--- config.mk ---
export PLATFORM = sky130hd
export DESIGN_NAME = irq_prio_arbiter
export DESIGN_NICKNAME = d
export VERILOG_FILES = /design/src/rtl/iarb_pkg.sv /design/src/rtl/iarb_fixed_pick.sv /design/src/rtl/iarb_rot_pick.sv /design/src/rtl/iarb_onehot_idx.sv /design/src/rtl/irq_prio_arbiter.sv
export SDC_FILE = /design/constraint.sdc
export NUM_CORES = 1
export LEC_CHECK = 0
export ABC_AREA = 1
export BUFFER_PORTS_ARGS = -buffer_cell sky130_fd_sc_hd__buf_2
export CAP_MARGIN = 10
export CORE_MARGIN = 2
export CORE_UTILIZATION = 40
export DETAILED_ROUTE_END_ITERATION = 7
export PLACE_DENSITY_LB_ADDON = 0.12
export SLEW_MARGIN = 15
export SYNTH_ARGS = -nofsm -noshare
export SYNTH_HDL_FRONTEND = slang
export SYNTH_HIERARCHICAL = 1
export SYNTH_SLANG_ARGS = --single-unit
--- constraint.sdc ---
create_clock -name clk_i -period 2.1 [get_ports clk_i]
set_input_delay 0.63 -clock clk_i [delete_from_list [all_inputs] [get_ports clk_i]]
set_output_delay 0.63 -clock clk_i [all_outputs]
set_load 0.01 [all_outputs]
--- src/rtl/iarb_pkg.sv ---
package iarb_pkg;
    typedef enum logic {
        ST_IDLE  = 1'b0,
        ST_SERVE = 1'b1
    } arb_state_e;
endpackage

--- src/rtl/iarb_fixed_pick.sv ---
// Lowest index wins: a source is blocked if any lower index requests.
module iarb_fixed_pick #(
    parameter int unsigned N_SRC = 4
) (
    input  logic [N_SRC-1:0] req_i,
    output logic [N_SRC-1:0] gnt_o
);
    logic [N_SRC-1:0] blocked;

    assign blocked[0] = 1'b0;
    assign gnt_o[0]   = req_i[0];

    for (genvar i = 1; i < N_SRC; i++) begin : g_chain
        assign blocked[i] = blocked[i-1] | req_i[i-1];
        assign gnt_o[i]   = req_i[i] & ~blocked[i];
    end
endmodule

--- src/rtl/iarb_rot_pick.sv ---
// Search from ptr_i upward with wrap; first requester wins.
module iarb_rot_pick #(
    parameter int unsigned N_SRC = 4,
    parameter int unsigned PW    = 2
) (
    input  logic [N_SRC-1:0] req_i,
    input  logic [PW-1:0]    ptr_i,
    output logic [N_SRC-1:0] gnt_o
);
    always_comb begin
        logic found;
        int   idx;
        found = 1'b0;
        gnt_o = '0;
        for (int k = 0; k < N_SRC; k++) begin
            idx = int'(ptr_i) + k;
            if (idx >= N_SRC) begin
                idx = idx - N_SRC;
            end
            if (!found && req_i[idx]) begin
                gnt_o[idx] = 1'b1;
                found      = 1'b1;
            end
        end
    end
endmodule

--- src/rtl/iarb_onehot_idx.sv ---
// One-hot to index, plus the next rotation pointer after that index.
module iarb_onehot_idx #(
    parameter int unsigned N_SRC = 4,
    parameter int unsigned PW    = 2
) (
    input  logic [N_SRC-1:0] onehot_i,
    output logic [PW-1:0]    next_ptr_o
);
    logic [PW-1:0] idx;

    always_comb begin
        idx = '0;
        for (int i = 0; i < N_SRC; i++) begin
            if (onehot_i[i]) begin
                idx = idx | PW'(i);
            end
        end
        if (idx == PW'(N_SRC - 1)) begin
            next_ptr_o = '0;
        end else begin
            next_ptr_o = idx + PW'(1);
        end
    end
endmodule

--- src/rtl/irq_prio_arbiter.sv ---
module irq_prio_arbiter
    import iarb_pkg::*;
#(
    parameter int unsigned N_SRC = 4
) (
    input  logic             clk_i,
    input  logic             rst_ni,
    input  logic             mode_rotate_i,
    input  logic [N_SRC-1:0] req_i,
    output logic             irq_o,
    input  logic             inta_i,
    output logic [N_SRC-1:0] ack_o,
    input  logic             done_i
);
    localparam int unsigned PW = (N_SRC > 1) ? $clog2(N_SRC) : 1;

    typedef struct packed {
        arb_state_e       st;
        logic             inta;
        logic [N_SRC-1:0] grant;
        logic [PW-1:0]    ptr;
    } arb_regs_t;

    arb_regs_t r_d, r_q;

    logic [N_SRC-1:0] fix_gnt;
    logic [N_SRC-1:0] rot_gnt;
    logic [PW-1:0]    next_ptr;

    iarb_fixed_pick #(.N_SRC(N_SRC)) u_fix (
        .req_i (req_i),
        .gnt_o (fix_gnt)
    );

    iarb_rot_pick #(.N_SRC(N_SRC), .PW(PW)) u_rot (
        .req_i (req_i),
        .ptr_i (r_q.ptr),
        .gnt_o (rot_gnt)
    );

    iarb_onehot_idx #(.N_SRC(N_SRC), .PW(PW)) u_idx (
        .onehot_i   (r_q.grant),
        .next_ptr_o (next_ptr)
    );

    always_comb begin
        r_d      = r_q;
        r_d.inta = inta_i;
        unique case (r_q.st)
            ST_IDLE: begin
                // start only on a fresh acknowledge edge with work pending
                if (inta_i && !r_q.inta && (|req_i)) begin
                    r_d.st    = ST_SERVE;
                    r_d.grant = mode_rotate_i ? rot_gnt : fix_gnt;
                end
            end
            ST_SERVE: begin
                if (done_i) begin
                    r_d.st    = ST_IDLE;
                    r_d.grant = '0;
                    if (mode_rotate_i) begin
                        r_d.ptr = next_ptr;
                    end
                end
            end
            default: r_d = r_q;
        endcase
    end

    always_ff @(posedge clk_i or negedge rst_ni) begin
        if (!rst_ni) begin
            r_q <= '{st: ST_IDLE, inta: 1'b0, grant: '0, ptr: '0};
        end else begin
            r_q <= r_d;
        end
    end

    assign irq_o = |req_i;
    assign ack_o = r_q.grant;
endmodule

==> results.py <==
metrics = {
    "status": {
        "status": "complete, no violations",
    },
    "floorplanning": {
        "die-area_mm2": 0.00266,
        "die_w_um": 51.6,
        "coreArea_mm2": 0.00217,
        "die_y_um": 51.6,
        "ios": 14,
        "rows": 17,
        "initial_utilization": 0.418,
    },
    "global_routing": {
        "grt_usage": 0.162,
        "grt_max_degree": 12,
        "grt_pass1_wl_um": 3300,
        "globalRoute.totalOverflow": 0,
        "grt_pass1_vias": 804,
        "antenna_found_initial": 0,
    },
    "yosys": {
        "synth_seq_cells": 8,
        "netlist_instances": 145,
        "ys_top_cells_by_area": "dfrtp_1 22%, nand2_1 19%, nand3_1 18%",
        "ys_types": 15,
        "synth_area_um2": 906,
        "synth_top_area_share": 0.221,
        "syn-num-nets": 162,
        "avgSynthCellArea_um2": 6.25,
        "yosysSeqAreaShare": 0.221,
        "ys_warn_count": 6,
        "synth_top_area_cell": "dfrtp_1",
    },
    "clock_network": {
        "cts_tree": "done",
        "clockBufferDepth": 2,
        "cts_root_buf": "clkbuf_4",
        "cts_made_buffers": 3,
        "cts_htree_levels": 1,
        "cts.sinks": 8,
        "clk_pin_slew_worst_paths_ns": 0.05,
        "hold_buffers": 0,
        "worstSkewPairLatency_ns": 0.25,
        "cts_setup_buffers": 0,
        "cts_resized": 0,
    },
    "power": {
        "sequentialPowerShare": 0.196,
        "p_sw_uw": 608,
        "power.density_mw_per_mm2": 1150,
        "combPwrFrac": 0.704,
        "clockPowerShare": 0.099,
        "p_int_uw": 563,
        "ir_drop_mv": 0.607,
        "p_sw_frac": 0.519,
        "p_leak_nw": 0.604,
    },
    "sta": {
        "drv_slew": 0,
        "tns_ns": 0,
        "finalSetupViolCount": 0,
        "rsz0062_at_grt": "no",
        "finalHoldViolations": 0,
        "period_needed_ns": 1.76,
        "tightest_slew_ns": 0.177,
        "slew_headroom": 0.882,
        "period_share": 0.837,
        "fmax_mhz": 569,
        "worst_clock_skew_ns": 0.00125,
    },
    "detailed_routing": {
        "wl_per_cell_um": 10.0,
        "ant_nets": 0,
        "drtIter0Drc": 22,
        "num_vias": 902,
        "viasPerCell": 4.80,
        "dr.pass1.iters": 4,
        "drcViolationCount": 0,
        "routed_wl_um": 1880,
    },
    "critical_path": {
        "arrival_ns": 1.13,
        "crit_path_end_kind": "primary output",
        "cp_top_family": "buffers and inverters",
        "startpoint_type": "input port",
        "cp_slowest_stage_delay_ns": 0.15,
        "cp.required_ns": 1.47,
        "cp_max_fo": 5,
        "cpMaxStageDelayCell": "buf_2",
        "ff2ff_setup_slack_ns": 0.35,
        "path_cells": "buf_2, nor2_2, nand2_2, buf_2",
        "cp_num_buf_inv": 2,
        "crit_type": "in2out",
        "crit_top_cell": "buf_2",
    },
    "final_layout": {
        "final_util": 0.471,
        "drive_gt1_frac": 0.225,
        "n_antenna_cell": 0,
        "final_cell_mix": "46 x nand2_1, 32 x nand3_1, 18 x inv_1",
        "areaGrowthSynthToFinish_pct": 12.7,
        "layout.nets": 179,
        "layout_commonest_cell": "nand2_1",
        "fin_cells": 188,
    },
    "placed_design": {
        "dp_cells": 185,
        "io_buffers": 13,
        "dp.final_hpwl_um": 1570,
        "globalplace.congestion": 0.891,
    },
    "run": {
        "maxCapViolations": 0,
    },
    "worst_hold_path": {
        "worst_hold_path_type": "in2async",
    },
}
[area by class of cell]
| class | instances | area [um2] |
|---|---|---|
| Fill cell | 242 | 1150 |
| Multi-Input combinational cell | 110 | 586 |
| Clock buffer | 3 | 22.5 |
| Inverter | 22 | 82.6 |
| Timing Repair Buffer | 17 | 95.1 |
| Tap cell | 28 | 35.0 |
| Sequential cell | 8 | 200 |
[final timing paths]
path                                      start  depth (start not counted)              endpoint
min reg2reg                ack_o[0]$_DFFE_PN0P_                          2  ack_o[0]$_DFFE_PN0P_
min in group clk_i         ack_o[0]$_DFFE_PN0P_                          2  ack_o[0]$_DFFE_PN0P_
min                                      rst_ni                          1    r_q[0]$_DFFE_PN0P_
max in group asynchronous                rst_ni                          1      r_q[6]$_DFF_PN0_
max reg2reg                  r_q[0]$_DFFE_PN0P_                         13  ack_o[0]$_DFFE_PN0P_
max                                    req_i[1]                          4                 irq_o
[synth_stat cells, drive strengths merged]
cell type and number:
nand2 52, nand3 34, inv 22, nor2 12, dfrtp 8, ha 8
buf 5, o21ai 4
[cell families after synthesis]
group / share of synthesized area
AOI/OAI and AO/OA: 0.0221
and+or+nand+nor: 0.514
buffers and inverters: 0.133
DFF: 0.221
adders and majority gates: 0.111
[power by group through the flow]
stage               clock network, mW  logic, mW  registers, mW
finish                          0.116      0.825          0.230
CTS                             0.121      0.826          0.231
global route                    0.130      0.944          0.234
detailed placement                  0      0.824          0.234
global placement                    0      0.828          0.231
floorplan                           0      0.610          0.253
[metrics by stage]
| step | hold WS, ns | setup WS [ns] | area [um2] | power, mW |
|---|---|---|---|---|
| global route | 0.216 | 0.133 | 1020 | 1.31 |
| floorplan | 0.334 | 0.278 | 906 | 0.862 |
| finish | 0.206 | 0.342 | 1020 | 1.17 |
| CTS | 0.210 | 0.333 | 1020 | 1.18 |
| global placement | 0.483 | 0.306 | 998 | 1.06 |
| detailed placement | 0.483 | 0.284 | 998 | 1.06 |
[flip-flops by register name, summed over array words and instances, names as in the netlist]
register / count
r_q: 4
ack_o: 4
[worst register-to-register path: stages (launching register included)]
cell and delay, ns:
dfrtp_1 0.37, inv_2 0.05, ha_1 0.34, inv_1 0.11
nand3_1 0.09, nand2_1 0.11, nand2_4 0.07, nor2_4 0.14
nand2_1 0.06, nand3_1 0.07, nand2_1 0.05, nand2_1 0.06
nand3_1 0.07, nand2_1 0.07
[layer usage]
metal / vias up / GRT usage / wire length, um
met5: - / 0 / 0
met4: 0 / 0.0263 / 0
met3: 0 / 0.0431 / 95
met2: 20 / 0.248 / 789
met1: 400 / 0.230 / 996
li1: 482 / - / -
No activity file was read; power rests on OpenSTA's default activity.
